### src/rtl/gip_pkg.sv
package gip_pkg;
  localparam int unsigned PHASES = 6;

  typedef enum logic [1:0] {
    SUP_ODD   = 2'd0,
    SUP_GAP_E = 2'd1,
    SUP_EVEN  = 2'd2,
    SUP_GAP_O = 2'd3
  } sup_state_e;

  // position within the six-line cycle -> gate clock index (0 = GCLK1)
  function automatic logic [2:0] gate_index(input logic [2:0] pos, input logic rev);
    logic [3:0] t;
    if (rev) t = (4'd8 - {1'b0, pos}) % 4'd6;
    else     t = (4'd3 + {1'b0, pos}) % 4'd6;
    return t[2:0];
  endfunction
endpackage

### src/rtl/gip_line_timer.sv
module gip_line_timer #(
  parameter int unsigned NUM_LINES = 1080
) (
  input  logic       clk,
  input  logic       rst_n,
  input  logic       en,
  input  logic       rot,
  input  logic       frame_stb,
  input  logic       line_stb,
  input  logic       vblank,
  output logic       vst_o,
  output logic       run_o,
  output logic [2:0] pos_o,
  output logic       rev_o
);
  import gip_pkg::*;
  localparam int unsigned LAST = NUM_LINES + 2;
  localparam int unsigned CW   = $clog2(LAST + 1);
  localparam logic [CW-1:0] LAST_C  = CW'(LAST);
  localparam logic [CW-1:0] FINAL_C = CW'(NUM_LINES + 1);

  logic [CW-1:0] cnt_q, cnt_d;
  logic [2:0]    pos_q, pos_d;
  logic          rev_q, rev_d;
  logic          step;

  assign step = line_stb && !vblank && (cnt_q != LAST_C);

  always_comb begin
    cnt_d = cnt_q;
    pos_d = pos_q;
    rev_d = rev_q;
    if (!en) begin
      cnt_d = '0;
      pos_d = '0;
      rev_d = 1'b0;
    end else if (frame_stb) begin
      cnt_d = '0;
      pos_d = '0;
      rev_d = rot;
    end else if (step) begin
      cnt_d = cnt_q + 1'b1;
      if (cnt_q >= CW'(2))
        pos_d = (pos_q == 3'(PHASES - 1)) ? 3'd0 : pos_q + 3'd1;
    end
  end

  always_ff @(posedge clk or negedge rst_n) begin
    if (!rst_n) begin
      cnt_q <= '0;
      pos_q <= '0;
      rev_q <= 1'b0;
    end else begin
      cnt_q <= cnt_d;
      pos_q <= pos_d;
      rev_q <= rev_d;
    end
  end

  assign vst_o = (cnt_q == CW'(1));
  assign run_o = (cnt_q >= CW'(2)) && (cnt_q <= FINAL_C);
  assign pos_o = pos_q;
  assign rev_o = rev_q;
endmodule

### src/rtl/gip_phase_map.sv
module gip_phase_map #(
  parameter int unsigned NPH = 6
) (
  input  logic           run,
  input  logic           rev,
  input  logic [2:0]     pos,
  output logic [NPH-1:0] gclk
);
  import gip_pkg::*;
  logic [2:0] sel;
  assign sel = gate_index(pos, rev);

  for (genvar g = 0; g < NPH; g++) begin : g_phase
    assign gclk[g] = run && (sel == 3'(g));
  end
endmodule

### src/rtl/gip_supply_alt.sv
module gip_supply_alt (
  input  logic clk,
  input  logic rst_n,
  input  logic en,
  input  logic frame_stb,
  input  logic vblank,
  output logic odd_o,
  output logic even_o
);
  import gip_pkg::*;
  sup_state_e st_q, st_d;

  always_comb begin
    st_d = st_q;
    if (!en) st_d = SUP_ODD;
    else begin
      unique case (st_q)
        SUP_ODD:   if (frame_stb && vblank) st_d = SUP_GAP_E;
        SUP_GAP_E: if (vblank)              st_d = SUP_EVEN;
        SUP_EVEN:  if (frame_stb && vblank) st_d = SUP_GAP_O;
        SUP_GAP_O: if (vblank)              st_d = SUP_ODD;
        default:                            st_d = SUP_ODD;
      endcase
    end
  end

  always_ff @(posedge clk or negedge rst_n) begin
    if (!rst_n) st_q <= SUP_ODD;
    else        st_q <= st_d;
  end

  assign odd_o  = (st_q == SUP_ODD);
  assign even_o = (st_q == SUP_EVEN);
endmodule

### src/rtl/gip_clock_seq.sv
module gip_clock_seq #(
  parameter int unsigned NUM_LINES = 1080
) (
  input  logic       clk,
  input  logic       rst_n,
  input  logic       en,
  input  logic       rot,
  input  logic       line_stb,
  input  logic       frame_stb,
  input  logic       vblank,
  output logic       vst,
  output logic [5:0] gclk,
  output logic       vgi_p,
  output logic       vgi_n,
  output logic       vgh_odd,
  output logic       vgh_even
);
  import gip_pkg::*;
  logic       vst_i, run_i, rev_i, odd_i, even_i;
  logic [2:0] pos_i;
  logic [PHASES-1:0] gclk_i;

  gip_line_timer #(.NUM_LINES(NUM_LINES)) u_timer (
    .clk(clk), .rst_n(rst_n), .en(en), .rot(rot),
    .frame_stb(frame_stb), .line_stb(line_stb), .vblank(vblank),
    .vst_o(vst_i), .run_o(run_i), .pos_o(pos_i), .rev_o(rev_i)
  );

  gip_phase_map #(.NPH(PHASES)) u_map (
    .run(run_i), .rev(rev_i), .pos(pos_i), .gclk(gclk_i)
  );

  gip_supply_alt u_supply (
    .clk(clk), .rst_n(rst_n), .en(en), .frame_stb(frame_stb),
    .vblank(vblank), .odd_o(odd_i), .even_o(even_i)
  );

  assign vst      = en & vst_i;
  assign gclk     = en ? gclk_i : '0;
  assign vgi_p    = en & ~rot;
  assign vgi_n    = en & rot;
  assign vgh_odd  = en & odd_i;
  assign vgh_even = en & even_i;
endmodule

### config.mk
export PLATFORM = sky130hd
export DESIGN_NAME = gip_clock_seq
export DESIGN_NICKNAME = d
export VERILOG_FILES = /design/src/rtl/gip_pkg.sv /design/src/rtl/gip_line_timer.sv /design/src/rtl/gip_phase_map.sv /design/src/rtl/gip_supply_alt.sv /design/src/rtl/gip_clock_seq.sv
export SDC_FILE = /design/constraint.sdc
export NUM_CORES = 1
export LEC_CHECK = 0
export BUFFER_PORTS_ARGS = -buffer_cell sky130_fd_sc_hd__buf_4
export CORE_MARGIN = 5
export CORE_UTILIZATION = 51
export CTS_CLUSTER_DIAMETER = 80
export DETAILED_ROUTE_END_ITERATION = 8
export GPL_ROUTABILITY_DRIVEN = 0
export PLACE_DENSITY = 0.75
export SETUP_SLACK_MARGIN = 0.2
export SYNTH_ARGS = -nofsm -noshare
export SYNTH_HDL_FRONTEND = slang
export SYNTH_SLANG_ARGS = --single-unit
### constraint.sdc
create_clock -name clk -period 2.4 [get_ports clk]
set_clock_uncertainty 0.05 [all_clocks]
set_input_delay 0.36 -clock clk [delete_from_list [all_inputs] [get_ports clk]]
set_output_delay 0.36 -clock clk [all_outputs]
set_load 0.02 [all_outputs]
==> summary.md, run 1 <==
| Metric | Value |
|---|---|
| Max_slew headroom | 63.7% |
| Count leader, synth | nor2_1 |
| Ports | 18 |
| Util after Layout | 70.1% |
| Pin count of the biggest net entering global routing | 18 |
| Hold Crit Class | in -> reg |
| Post-DP HPWL | around 2100 um |
| Root Driver | clkbuf_4 |
| Synth top area share | 33.3% |
| NetSw | approximately 0.23 mW |
| Initial antenna violation count | 0 |
| Cell-internal power | 0.459 mW |
| VDD IR max | 0.413 mV |
| DRC Markers | 0 |
| R2R Setup Slk | 0.44 ns |
| Syn Inst Count | ~150 |
| Share of post-route cells with drive strength above 1 | 32.2% |
| Die height | 60.1 um |
| Crit. End Element | output pin |
| Initial DRT Pass Iterations | 4 |
| Fmax | 395 MHz |
| Combinational power share | 29.9% |
| Ys Warns | 0 |
| Yosys cell types | 38 |
| Vias in the first global route | about 1100 |
| Routed len/inst | 14.2 um |
| Pins Over Slew Limit | 0 |
| Fin Hold WS | 0.293 ns |
| Area growth syn-to-layout | 33.3% |
| Status | complete, but fails checks |
| Hold Vio Cnt, Final | 0 |
| Max-cap check violation count | 0 |
| Flops & latches, synth | 17 |
| Total gr overflow | 0 |
| Tmin final | 2.53 ns |
| Clock buffer count from CTS | 3 |
| Port Buffer Count | 17 |
| Final period util | 106% |
| Slew @ Worst Pin | 0.544 ns |
| Top cell type by total area after synthesis | dfrtp_1 |
| Post-synth top cells | 21 x nor2_1, 17 x dfrtp_1, 10 x ha_1, 10 x inv_1 |
| P_leak | 0.789 nW |
| Chip Width | 60.1 um |
| Area contributors post-synth | dfrtp_1 33%, ha_1 9.8%, nor2_1 6.2% |
| First-pass GRT wire length | 4940 um |
| Critical path class | reg -> out |
| Clock share of power | between 20% and 30% |
| Setup TNS | -0.617 ns |
| Num rows | 18 |
| Syn nets | between 150 and 200 |
| Core Area | 2430 um^2 |
| DRT iter0 DRCs | 38 |
| Unrepaired setup endpoints after global routing | true |
| Post-synthesis async set-or-reset flop share | 100% |
| Die area | 3610 um^2 |
| ANT cells | 0 |
| Post-synthesis sequential area ratio | roughly 33% |
| Final worst setup slack | -0.133 ns |
| Switching Share | 33.0% |
| Total vias in the final route | 1112 |
| Power Density | ~400 nW/um^2 |
| Violated checks | negative setup slack |
| Syn_area_per_cell | a little under 9 um^2 |
| Synthesized cell area | 1280 um^2 |
| Via density per instance | approximately 5.5 |
| Total power draw | 0.684 mW |
| EDFF count, synth | 0 |
| Crit path launch type | flip-flop |
| Post-synth top flop | dfrtp_1 |
| Post-detailed-route count of antenna-violating nets | 0 |
| CP Data Required Time | about 2.0 ns |
| Final nets | 192 |
| Fill cell count | 192 |
| Worst-Skew Late Latency | 0.29 ns |
| Max FO, Critical Path | 4 |
| CTS sink count | 17 |
| Overall routed net length | just under 3000 um |
| Pre-CTS WS | 0.0566 ns |
| Clk buf depth | 2 |
| TritonCTS clock tree | built |
| Final setup violation count | 6 |
| Total GRT Usage | 17.6% |
| H-tree depth | 1 |
| Crit path DAT | 2.12 ns |
| Power share of the sequential group | 47.4% |
| CTS clock-pin slew for the worst setup and hold paths | approximately 0.11 ns |
| Initial cell density of the core | around 53% |
==> placed cells by master (no fill, tap or decap), drive strengths merged, types with 2 or more instances in the layout <==
cell    netlist  routed
a211o         2       2
a21oi         6       6
a31oi         2       2
and2          5       5
and3          4       4
and3b         2       2
and4          2       2
buf           2      30
clkbuf        4       3
dfrtp        17      17
ha           10      10
inv          10      10
mux2i         3       3
nand2         7       7
nand2b        3       3
nand3         6       6
nor2         21      21
nor3          5       5
nor4          2       2
o21ai         6       6
o31ai         2       2
xnor2         5       5
xor2          7       7
==> final cells by class <==
class                      instances  area [um^2]  area share (%)
clock buffer                       3         22.5            1.32
clock inverter                     1         5.00           0.294
inverter                          10         37.5            2.20
multi-input combinational        112          910            53.4
sequential                        17          427            25.0
tap                               30         37.5            2.20
timing repair buffer              31          265            15.6
==> final timing paths <==
kind,start,end,cells past startpoint
min in group asynchronous,rst_n,u_supply.st_q[0],2
min reg2reg,u_timer.cnt_q[5],u_timer.cnt_q[5],2
min,rot,u_timer.rev_o,3
max,u_timer.cnt_q[9],gclk[0],6
max reg2reg,u_timer.cnt_q[9],u_timer.pos_o[2],6
max in group asynchronous,rst_n,u_timer.pos_o[0],2
==> cell families (layout without fill, tap and decap cells) <==
| group | Yosys count | after routing | synth area share, % |
|---|---|---|---|
| AOI/OAI and AO/OA | 25 | 25 | 15.9 |
| xor gates and xnor gates | 12 | 12 | 8.22 |
| adders and majority gates | 10 | 10 | 9.78 |
| buffers and inverters | 16 | 45 | 4.89 |
| DFF | 17 | 17 | 33.3 |
| muxes | 3 | 3 | 2.35 |
| and+or+nand+nor | 62 | 62 | 25.6 |
==> sequential cells by signal, summed over array words and instances, names as in the netlist <==
name,flops
u_timer.cnt_q,11
u_timer.pos_o,3
u_supply.st_q,2
u_timer.rev_o,1
==> layer usage <==
metal	part of all wire, %	global-route usage (%)	vias to the layer above
li1	-	-	560
met4	0.45	4.75	0
met2	54	33.0	11
met3	2.6	1.51	2
met5	0	0	-
met1	43	21.2	539
==> power by group through the flow <==
stage	clock network, mW	registers, mW	logic [mW]
after floorplan	0	0.322	0.142
after global placement	0	0.326	0.195
after detailed placement	0	0.330	0.200
after CTS	0.155	0.324	0.205
after global routing	0.173	0.326	0.234
final	0.156	0.324	0.205
==> worst max-delay path: stages, from the launching register on <==
cell and delay [ns]:
dfrtp_1 0.41, or4_4 0.56, o21bai_4 0.20, o221ai_4 0.22, o21ai_4 0.15, nor3_4 0.15, buf_6 0.14
==> metrics by stage <==
step / std cells / area, um^2
6_report: 204 / 1700
5_1_grt: 204 / 1700
4_1_cts: 202 / 1670
3_5_place_dp: 191 / 1530
3_3_place_gp: 191 / 1530
2_1_floorplan: 145 / 1360
==> timing repair <==
item,CTS,global route
gates resized for setup,12,5
hold endpoints to repair,17,0
buffers inserted,6,2
endpoints found under the setup margin,6,7
hold buffers,1,0
pin swaps,6,2
Power figures use the tool's default switching activity.
==> run 2, diff against run 1 <==
Settings changed: CORE_MARGIN 5 to 2, SETUP_SLACK_MARGIN 0.2 to default.
==> run 2 against run 1 <==
  * The run still ends with negative setup slack left
  * Wire length is 1.2% higher
  * Utilization decreased by 2.5 points
  * Clock power fell by 4%
  * Via count is 1.3% higher
  * Sequential share of layout area up 0.93 points
  * Non-clock buffer count stayed put
==> summary.md, run 2 (synthesis results as in run 1) <==
| Metric | Value |
|---|---|
| P_leak | 0.745 nW |
| Total vias in the final route | 1127 |
| Via density per instance | approximately 5.5 |
| DRC Markers | 0 |
| ANT cells | 0 |
| Worst Hold Path EP | u_timer.rev_o |
| Pre-CTS WS | -0.0216 ns |
| Violated checks | negative setup slack |
| Hold Startpoint | rot |
| R2R Setup Slk | 0.57 ns |
| CP Data Required Time | 1.99 ns |
| Pin count of the biggest net entering global routing | 18 |
| FF-to-FF End | u_timer.pos_o[2] |
| VDD IR max | 0.444 mV |
| H-tree depth | 1 |
| Routed len/inst | roughly 14 um |
| Setup TNS | -0.641 ns |
| Ports | 18 |
| CTS sink count | 17 |
| Vias in the first global route | approximately 1200 |
| Final nets | about 190 |
| Clk buf depth | 2 |
| Post-Layout Cell Count | 204 |
| DRT iter0 DRCs | 19 |
| Hold Vio Cnt, Final | 0 |
| Initial cell density of the core | 52.6% |
| Placed Area | 1450 um^2 |
| Overall routed net length | about 2900 um |
| Fmax | 395 MHz |
| Crit path launch type | flip-flop |
| Crit. End Element | output pin |
| Port Buffer Count | 17 |
| Final period util | 106% |
| Tmin final | 2.53 ns |
| Leading cell types in the layout, fill and taps excluded | 28 x buf_4, 20 x nor2_1, 16 x dfrtp_1, 9 x ha_1, 8 x inv_1 |
| Die area | 2920 um^2 |
| Worst R2R Path Depth | 5 |
| Placed cell count | 190 |
| Initial DRT Pass Iterations | 6 |
| Hold Crit Class | in -> reg |
| Power Density | between 400 and 500 nW/um^2 |
| Total GRT Usage | 22.8% |
| Critical path class | reg -> out |
| First-pass GRT wire length | 4860 um |
| Post-DP HPWL | 2000 um |
| Crit path DAT | 2.12 ns |
| Unrepaired setup endpoints after global routing | true |
| Clock buffer count from CTS | 3 |
| Largest register by flop count | u_timer.cnt_q |
| Share of post-route cells with drive strength above 1 | 31.6% |
| RR Startpoint | u_timer.cnt_q[8] |
| Post-detailed-route count of antenna-violating nets | 0 |
| Status | complete, but fails checks |
| TritonCTS clock tree | built |
| Final setup violation count | 6 |
| Max-cap check violation count | 0 |
| Max FO, Critical Path | 4 |
| Cell area after layout | 1640 um^2 |
| Initial antenna violation count | 0 |
| Hold path depth | 3 |
| Die height | 54.1 um |
| Total gr overflow | 0 |
| Core Area | 2430 um^2 |
| Chip Width | roughly 54 um |
| Area growth syn-to-layout | 28.5% |
| Worst-Skew Late Latency | 0.28 ns |
| Max reg flops | 11 |
| Pins Over Slew Limit | 0 |
| Num rows | 18 |
| Max_slew headroom | 64.2% |
| Slew @ Worst Pin | approximately 0.54 ns |
| Root Driver | clkbuf_4 |
| Final worst setup slack | -0.134 ns |
| CTS clock-pin slew for the worst setup and hold paths | 0.10 ns |
| Commonest non-fill, non-tap cell in the layout | buf_4 |
-- run 2: cell count changes in the layout (fill, tap and decap cells not counted), sizes merged --
cell,delta
clkbuf,+1
clkinv,-1
-- run 2: worst max-delay path by stage --
stage | startpoint | end | slack [ns]
CTS | u_timer.cnt_q[8] | gclk[5] | -0.09
detailed placement | u_timer.cnt_q[7] | gclk[5] | -0.02
floorplan | u_timer.pos_o[0] | gclk[0] | -0.05
global route | u_timer.cnt_q[8] | gclk[3] | -0.19
finish | u_timer.cnt_q[8] | gclk[3] | -0.13
global placement | u_timer.cnt_q[7] | gclk[1] | 0.10
-- run 2: metal layers --
metal	global-route usage, %	wire [um]
met2	45.1	1600
met5	0	0
met1	25.2	1250
met4	7.92	21
met3	1.67	52
-- run 2: cell type report --
class                   instances  area [um^2]
flip-flops and latches         17          427
repair buffers                 31          243
inverters                      10         37.5
fillers                       188          790
multi-input cells             112          872
well taps                      30         37.5
clock buffers                   4         26.3
-- run 2: where the power goes --
part / internal, mW / switching [mW] / total [mW] / leakage [nW]
Sequential: 0.304 / 0.0189 / 0.322 / 0.233
Clock: 0.0645 / 0.0853 / 0.150 / 0.0150
Combinational: 0.0914 / 0.112 / 0.204 / 0.497
-- run 2: metrics by stage --
stage	utilization, %	hold WS [ns]	power [mW]
5_1_grt	67.5	0.313	0.724
3_5_place_dp	59.6	0.187	0.526
4_1_cts	65.8	0.281	0.681
6_report	67.5	0.286	0.676
3_3_place_gp	59.6	0.186	0.517
2_1_floorplan	-	0.0144	0.462
-- run 2: worst max-delay path: stages, from the launching register on --
cell	delay, ns
dfrtp_1	0.39
or4_4	0.58
o21bai_4	0.21
o221ai_4	0.20
buf_4	0.16
and3b_2	0.16
buf_4	0.13
-- run 2: what timing repair did --
item,CTS,global route
endpoints found under the setup margin,6,6
hold buffers,1,0
setup buffers,5,4
pin swaps,9,7
resized for setup,15,2
hold endpoints to repair,17,0
